===== config.mk =====
export PLATFORM = sky130hd
export DESIGN_NAME = operand_addr_unit
export DESIGN_NICKNAME = d
export VERILOG_FILES = /design/src/rtl/oau_pkg.sv /design/src/rtl/oau_agen.sv /design/src/rtl/oau_seq.sv /design/src/rtl/oau_result.sv /design/src/rtl/operand_addr_unit.sv
export SDC_FILE = /design/constraint.sdc
export NUM_CORES = 1
export LEC_CHECK = 0
export ABC_CLOCK_PERIOD_IN_PS = 6500
export BUFFER_PORTS_ARGS = -buffer_cell sky130_fd_sc_hd__buf_2
export CAP_MARGIN = 30
export CORE_MARGIN = 5
export CORE_UTILIZATION = 58
export CTS_CLUSTER_SIZE = 20
export DETAILED_ROUTE_END_ITERATION = 7
export PLACE_DENSITY = 0.87
export SYNTH_ARGS = -nofsm -noshare
export SYNTH_HDL_FRONTEND = slang
export SYNTH_SLANG_ARGS = --single-unit

===== constraint.sdc =====
create_clock -name clk -period 6.5 [get_ports clk]
set_input_delay 0.65 -clock clk [delete_from_list [all_inputs] [get_ports clk]]
set_output_delay 0.65 -clock clk [all_outputs]
set_load 0.03 [all_outputs]

===== src/rtl/oau_pkg.sv =====
package oau_pkg;

  typedef logic [3:0] amode_t;

  localparam amode_t MODE_REG    = 4'd0;
  localparam amode_t MODE_IMM    = 4'd1;
  localparam amode_t MODE_DISP   = 4'd2;
  localparam amode_t MODE_RIND   = 4'd3;
  localparam amode_t MODE_INDEX  = 4'd4;
  localparam amode_t MODE_ABS    = 4'd5;
  localparam amode_t MODE_MIND   = 4'd6;
  localparam amode_t MODE_AINC   = 4'd7;
  localparam amode_t MODE_ADEC   = 4'd8;
  localparam amode_t MODE_SCALED = 4'd9;

  typedef enum logic [1:0] {
    SQ_IDLE = 2'd0,
    SQ_WAIT = 2'd1,
    SQ_TAKE = 2'd2
  } seq_state_e;

endpackage


===== src/rtl/oau_agen.sv =====
module oau_agen
  import oau_pkg::*;
#(
  parameter int XLEN       = 32,
  parameter int ELEM_BYTES = 4
) (
  input  amode_t            mode,
  input  logic [XLEN-1:0]   konst,
  input  logic [XLEN-1:0]   base_val,
  input  logic [XLEN-1:0]   idx_val,
  output logic              mode_ok,
  output logic              needs_mem,
  output logic              is_ind,
  output logic [XLEN-1:0]   addr,
  output logic [XLEN-1:0]   imm_operand,
  output logic              wb_req,
  output logic [XLEN-1:0]   wb_val
);

  localparam int              SHIFT = $clog2(ELEM_BYTES);
  localparam logic [XLEN-1:0] STEP  = XLEN'(ELEM_BYTES);

  logic [XLEN-1:0] scaled_idx;

  generate
    if (SHIFT == 0) begin : g_noscale
      assign scaled_idx = idx_val;
    end else begin : g_scale
      assign scaled_idx = {idx_val[XLEN-1-SHIFT:0], {SHIFT{1'b0}}};
    end
  endgenerate

  always_comb begin
    mode_ok     = (mode <= MODE_SCALED);
    needs_mem   = 1'b1;
    is_ind      = 1'b0;
    addr        = base_val;
    imm_operand = base_val;
    wb_req      = 1'b0;
    wb_val      = base_val;
    case (mode)
      MODE_REG: begin
        needs_mem   = 1'b0;
        imm_operand = base_val;
      end
      MODE_IMM: begin
        needs_mem   = 1'b0;
        imm_operand = konst;
      end
      MODE_DISP:   addr = konst + base_val;
      MODE_RIND:   addr = base_val;
      MODE_INDEX:  addr = base_val + idx_val;
      MODE_ABS:    addr = konst;
      MODE_MIND: begin
        addr   = base_val;
        is_ind = 1'b1;
      end
      MODE_AINC: begin
        addr   = base_val;
        wb_req = 1'b1;
        wb_val = base_val + STEP;
      end
      MODE_ADEC: begin
        addr   = base_val - STEP;
        wb_req = 1'b1;
        wb_val = base_val - STEP;
      end
      MODE_SCALED: addr = konst + base_val + scaled_idx;
      default:     needs_mem = 1'b0;
    endcase
  end

endmodule


===== src/rtl/oau_seq.sv =====
module oau_seq
  import oau_pkg::*;
#(
  parameter int XLEN = 32
) (
  input  logic            clk,
  input  logic            rst,
  input  logic            start,
  input  logic            mode_ok,
  input  logic            needs_mem,
  input  logic            is_ind,
  input  logic [XLEN-1:0] addr_in,
  input  logic [XLEN-1:0] imm_operand,
  input  logic [XLEN-1:0] mem_rdata,
  output logic            mem_rd_en,
  output logic [XLEN-1:0] mem_addr,
  output logic            accept,
  output logic            fin,
  output logic            fin_direct,
  output logic [XLEN-1:0] fin_operand
);

  seq_state_e      state_q;
  logic            rd_en_q;
  logic            ind_q;
  logic [XLEN-1:0] addr_q;

  assign accept      = start && (state_q == SQ_IDLE) && mode_ok;
  assign fin_direct  = accept && !needs_mem;
  assign fin         = fin_direct || ((state_q == SQ_TAKE) && !ind_q);
  assign fin_operand = fin_direct ? imm_operand : mem_rdata;
  assign mem_rd_en   = rd_en_q;
  assign mem_addr    = addr_q;

  always_ff @(posedge clk) begin
    if (rst) begin
      state_q <= SQ_IDLE;
      rd_en_q <= 1'b0;
      ind_q   <= 1'b0;
      addr_q  <= '0;
    end else begin
      case (state_q)
        SQ_IDLE: begin
          if (accept && needs_mem) begin
            rd_en_q <= 1'b1;
            addr_q  <= addr_in;
            ind_q   <= is_ind;
            state_q <= SQ_WAIT;
          end
        end
        SQ_WAIT: begin
          rd_en_q <= 1'b0;
          state_q <= SQ_TAKE;
        end
        SQ_TAKE: begin
          if (ind_q) begin
            rd_en_q <= 1'b1;
            addr_q  <= mem_rdata;
            ind_q   <= 1'b0;
            state_q <= SQ_WAIT;
          end else begin
            state_q <= SQ_IDLE;
          end
        end
        default: state_q <= SQ_IDLE;
      endcase
    end
  end


  rd_pulse_chk: assert property (@(posedge clk) disable iff (rst)
    mem_rd_en |=> !mem_rd_en);


  idle_ind_chk: assert property (@(posedge clk) disable iff (rst)
    (state_q == SQ_IDLE) |-> !ind_q);

endmodule


===== src/rtl/oau_result.sv =====
module oau_result #(
  parameter int XLEN = 32
) (
  input  logic            clk,
  input  logic            rst,
  input  logic            accept,
  input  logic            fin,
  input  logic            fin_direct,
  input  logic [XLEN-1:0] fin_operand,
  input  logic [XLEN-1:0] dst_in,
  input  logic            wb_req,
  input  logic [XLEN-1:0] wb_val,
  output logic            done,
  output logic [XLEN-1:0] operand,
  output logic [XLEN-1:0] result,
  output logic            wb_en,
  output logic [XLEN-1:0] wb_val_out
);

  logic [XLEN-1:0] dst_q;
  logic            wbreq_q;
  logic [XLEN-1:0] wbv_q;

  always_ff @(posedge clk) begin
    if (rst) begin
      done       <= 1'b0;
      operand    <= '0;
      result     <= '0;
      wb_en      <= 1'b0;
      wb_val_out <= '0;
      dst_q      <= '0;
      wbreq_q    <= 1'b0;
      wbv_q      <= '0;
    end else begin
      done  <= fin;
      wb_en <= fin && !fin_direct && wbreq_q;
      if (accept) begin
        dst_q   <= dst_in;
        wbreq_q <= wb_req;
        wbv_q   <= wb_val;
      end
      if (fin) begin
        result     <= (fin_direct ? dst_in : dst_q) + fin_operand;
        operand    <= fin_operand;
        wb_val_out <= wbv_q;
      end
    end
  end

endmodule


===== src/rtl/operand_addr_unit.sv =====
module operand_addr_unit
  import oau_pkg::*;
#(
  parameter int XLEN       = 32,
  parameter int ELEM_BYTES = 4
) (
  input  logic            clk,
  input  logic            rst,
  input  logic            start,
  input  logic [3:0]      mode,
  input  logic [XLEN-1:0] konst,
  input  logic [XLEN-1:0] dst_val,
  input  logic [XLEN-1:0] base_val,
  input  logic [XLEN-1:0] idx_val,
  output logic            mem_rd_en,
  output logic [XLEN-1:0] mem_addr,
  input  logic [XLEN-1:0] mem_rdata,
  output logic            done,
  output logic [XLEN-1:0] operand,
  output logic [XLEN-1:0] result,
  output logic            base_wr_en,
  output logic [XLEN-1:0] base_wr_val
);

  logic            mode_ok, needs_mem, is_ind, wb_req;
  logic [XLEN-1:0] addr, imm_operand, wb_val;
  logic            accept, fin, fin_direct;
  logic [XLEN-1:0] fin_operand;

  oau_agen #(.XLEN(XLEN), .ELEM_BYTES(ELEM_BYTES)) agen_i (
    .mode        (mode),
    .konst       (konst),
    .base_val    (base_val),
    .idx_val     (idx_val),
    .mode_ok     (mode_ok),
    .needs_mem   (needs_mem),
    .is_ind      (is_ind),
    .addr        (addr),
    .imm_operand (imm_operand),
    .wb_req      (wb_req),
    .wb_val      (wb_val)
  );

  oau_seq #(.XLEN(XLEN)) seq_i (
    .clk         (clk),
    .rst         (rst),
    .start       (start),
    .mode_ok     (mode_ok),
    .needs_mem   (needs_mem),
    .is_ind      (is_ind),
    .addr_in     (addr),
    .imm_operand (imm_operand),
    .mem_rdata   (mem_rdata),
    .mem_rd_en   (mem_rd_en),
    .mem_addr    (mem_addr),
    .accept      (accept),
    .fin         (fin),
    .fin_direct  (fin_direct),
    .fin_operand (fin_operand)
  );

  oau_result #(.XLEN(XLEN)) res_i (
    .clk         (clk),
    .rst         (rst),
    .accept      (accept),
    .fin         (fin),
    .fin_direct  (fin_direct),
    .fin_operand (fin_operand),
    .dst_in      (dst_val),
    .wb_req      (wb_req),
    .wb_val      (wb_val),
    .done        (done),
    .operand     (operand),
    .result      (result),
    .wb_en       (base_wr_en),
    .wb_val_out  (base_wr_val)
  );


  done_no_rd_chk: assert property (@(posedge clk) disable iff (rst)
    done |-> !mem_rd_en);


  rd_no_done_chk: assert property (@(posedge clk) disable iff (rst)
    mem_rd_en |=> !done);


  wb_with_done_chk: assert property (@(posedge clk) disable iff (rst)
    base_wr_en |-> done);

endmodule


==> summary.txt <==
STA
  • Worst clock skew: 0.0196 ns
  • Relative slew slack: 0.311
  • Final Hold Viols: 0
  • Final period demand of the worst path: 5.40 ns
  • Final Setup Violations: 0
  • Max Freq: 185 MHz
  • WHS: 0.438 ns
  • Worst-Margin Slew: 1.03 ns
  • Final Cycle Share: 0.830
  • RSZ-0062 raised after global routing: false
  • Final slew viol count: 0
  • TNS Setup: 0 ns

Clocking
  • Clock transition at path regs: 0.10 ns
  • Clk_lat worst skew: 0.45 ns
  • H-tree levels: 4
  • CTS sink cnt: 199
  • Clk buf depth: 2
  • CTS tree: yes
  • Hold-fix buffers, CTS: 0
  • Clk root buf: clkbuf_16
  • Post-cts resize count: 0
  • Postcts setup bufs: 0
  • TritonCTS Buffers: 17

Logic synthesis
  • Post-Syn Nets: 2603
  • Flops & latches, synth: 199
  • Register area share after synthesis: 0.236
  • Post-Syn Area: 0.0169 mm2
  • Mapped Cells: 2306
  • YS warnings: 0
  • Post-synthesis cell type count: 82
  • Post-synth EDFFs: 0
  • Commonest register cell after synthesis: dfxtp_1
  • Syn Area/Cell: 7.32 um2
  • Post-synth ARST share: 0

Critical path
  • Crit start category: input port
  • CP endpoint kind: flop
  • Critical Path AT: 5.74 ns
  • CP Cell Sequence: buf_2 > inv_1 > nand2_1 > nor3_2 > mux2i_1 > a21oi_1 > ha_1 > a211oi_1 > o21ai_0 > a31oi_1 > a211oi_1 > a21oi_1 > a21oi_1 > a31o_2 > a311oi_1 > nor2_1 > a211o_1
  • Top delay family on crit path: compound AO/OA/AOI/OAI gates
  • Slowest stage delay, CP: 0.80 ns
  • Req. time, crit path: 6.84 ns
  • R2r startpoint: seq_i.state_q[1]$_SDFFE_PP0P_
  • Reg-to-reg setup timing slack: 1.23 ns
  • Crit-path max FO: 10
  • Reg2Reg Depth: 16
  • CP dominant cell by count: a21oi_1
  • Reg2reg end: res_i.result[31]$_SDFFE_PP0P_
  • Bufs and invs on worst path: 2
  • WS Path Type: in -> reg
  • Slowest-stage cell, CP: nor3_2

Cells and area
  • Area delta synth->final: 12.6%
  • Layout cells sized above 1: 0.168
  • Fin area: 0.0190 mm2
  • Layout Nets: 2791
  • # diodes: 0
  • Final Non-Filler Cells: 2891
  • Fill count: 2595

Drt
  • Detailed Route WL: 65300 um
  • Vias post-DR: 19000
  • Avg Vias per Cell: 6.57
  • ANT nets after route: 0
  • Drt wl/cell: 22.6 um
  • DRC Markers: 0
  • DRT iter0 DRCs: 1980
  • 1st-pass router iterations: 7

Floorplanning
  • FP Rows: 62
  • Die span in x: 181 um
  • Io pins: 298
  • Initial Utilization: 0.588
  • Core ar.: 0.0287 mm2
  • Die ar.: 0.0326 mm2
  • Die height: 181 um

Global routing
  • Largest net degree at the start of global routing: 102
  • First-pass GRT wire length: 99700 um
  • Most Crowded Layer GR: met2
  • Initial antenna violation count: 0
  • Vias in the first global route: 18100
  • GR met2 Demand/Resource: 0.640
  • Total GRT Usage: 0.377
  • Grt total ovfl: 0
  • Grt met3 use: 0.0545
  • GRT met1 Usage: 0.454

Pwr
  • Worst VDD drop: 0.169 mV
  • Power per standard cell area: 218 mW/mm2
  • Leakage Power: 7.89 nW
  • Tot Pwr: 4.14 mW

Outcome
  • Status: completed

Placement
  • Dpl cell area: 0.0184 mm2
  • Placed cells: 2859
  • Port Buffer Count: 297
  • GP Congestion: 1.06
  • DPL Wire Length: 49500 um

Hold path
  • Hold path cells: 3
  • Hold endpoint: res_i.dst_q[29]$_SDFFE_PP0P_
  • Hold path start: dst_val[29]
  • Hold Path Class: in -> reg

Job
  • Max Cap Violations: 0
placed cells by master (no fill, tap or decap), drive strengths merged, types with 17 or more instances in the layout:
| cell | Yosys | final |
|---|---|---|
| nor2 | 177 | 177 |
| mux2 | 32 | 32 |
| nand2 | 395 | 395 |
| or3 | 18 | 18 |
| nand3 | 28 | 28 |
| xor2 | 54 | 54 |
| o21a | 17 | 17 |
| a211oi | 46 | 46 |
| nand2b | 21 | 21 |
| nor3 | 69 | 69 |
| ha | 126 | 126 |
| a21o | 40 | 40 |
| clkbuf | 133 | 17 |
| o211ai | 22 | 22 |
| xnor2 | 93 | 93 |
| a221oi | 34 | 34 |
| a31oi | 20 | 20 |
| a21oi | 308 | 308 |
| o21bai | 20 | 20 |
| mux2i | 39 | 39 |
| and3 | 19 | 19 |
| buf | 13 | 317 |
| dfxtp | 199 | 199 |
| inv | 39 | 49 |
| nand4 | 21 | 21 |
| o21ai | 146 | 146 |
area by class of cell:
type | count | area (um2) | area share
clock buffers | 17 | 425 | 0.0224
multi-input cells | 1920 | 12100 | 0.636
repair buffers | 317 | 1670 | 0.0876
well taps | 384 | 480 | 0.0253
flip-flops and latches | 199 | 3980 | 0.210
inverters | 39 | 146 | 0.00770
clock inverters | 15 | 219 | 0.0115
worst min-delay path: cells and delay by family:
family / cells / cell delay [ns]
and+or+nand+nor: 1 / 0.05
buffers and inverters: 1 / 0.10
AOI/OAI and AO/OA: 1 / 0.05
Yosys cell counts, types with 6 or more instances:
cell type / number / area (um2)
buf_6: 6 / 67.6
a211o_1: 11 / 96.3
o31ai_1: 8 / 60.1
o21a_1: 17 / 128
a21o_1: 40 / 300
or3_1: 12 / 75.1
nand2b_1: 21 / 131
a21oi_1: 308 / 1540
o221ai_1: 8 / 70.1
a22oi_1: 7 / 52.6
inv_1: 38 / 143
and3_1: 19 / 119
o22ai_1: 12 / 75.1
ha_1: 126 / 1580
xnor2_1: 92 / 806
a311oi_1: 7 / 61.3
o21ai_0: 146 / 731
o211ai_1: 22 / 165
nand3_1: 28 / 140
xor2_1: 54 / 473
nor3_1: 68 / 340
nand4_1: 21 / 131
o31a_1: 6 / 52.6
a211oi_1: 46 / 345
clkbuf_1: 126 / 473
nor2_1: 177 / 664
nor4_1: 13 / 81.3
dfxtp_1: 199 / 3980
a2111oi_0: 10 / 87.6
nor2b_1: 11 / 68.8
or2_2: 7 / 43.8
mux2_2: 32 / 360
nand2_1: 395 / 1480
a31oi_1: 20 / 125
a221oi_1: 34 / 298
mux2i_1: 39 / 390
o21bai_1: 20 / 150
sequential cells by signal, summed over array words and instances, names as in the netlist, 2 cells and up:
signal / count
res_i.operand: 32
res_i.dst_q: 32
seq_i.mem_addr: 32
res_i.result: 32
res_i.wb_val_out: 32
seq_i.state_q: 2
res_i.wbv_q: 32
stage by stage:
stage / util / worst slack, ns
global placement: 0.639 / 0.964
finish: 0.662 / 1.10
detailed placement: 0.640 / 0.853
floorplan: - / 1.03
CTS: 0.662 / 1.28
global route: 0.662 / 0.905
worst max path at each step:
stage               startpoint                       endpoint  slack, ns  depth (start not counted)
floorplan              mode[1]  res_i.result[30]$_SDFFE_PP0P_       1.03                         19
global placement       mode[1]  res_i.result[31]$_SDFFE_PP0P_       0.96                         17
detailed placement     mode[1]  res_i.result[30]$_SDFFE_PP0P_       0.85                         18
CTS                    mode[1]  res_i.result[31]$_SDFFE_PP0P_       1.28                         17
global route           mode[1]  res_i.result[31]$_SDFFE_PP0P_       0.90                         17
finish                 mode[1]  res_i.result[31]$_SDFFE_PP0P_       1.10                         17
report_power, final:
| part | internal [mW] | total [mW] | switching (mW) |
|---|---|---|---|
| Clock | 0.548 | 1.18 | 0.632 |
| Combinational | 0.593 | 1.63 | 1.04 |
| Sequential | 1.29 | 1.33 | 0.0399 |
| Total | 2.43 | 4.14 | 1.71 |
kinds of logic after synthesis:
group,count (synthesis),synth area share
and+or+nand+nor,803,0.211
AOI/OAI and AO/OA,769,0.283
DFF,199,0.236
buffers and inverters,187,0.0510
xor gates and xnor gates,147,0.0767
adders and majority gates,130,0.0981
muxes,71,0.0445
layer usage:
metal	share of wire	up-vias	wire [um]
met3	0.076	283	4970
met1	0.38	8867	25100
met5	0	-	0
met4	0.069	0	4530
met2	0.47	1087	30800
li1	-	8751	-
Note: power is estimated with default switching activity, not from simulation.
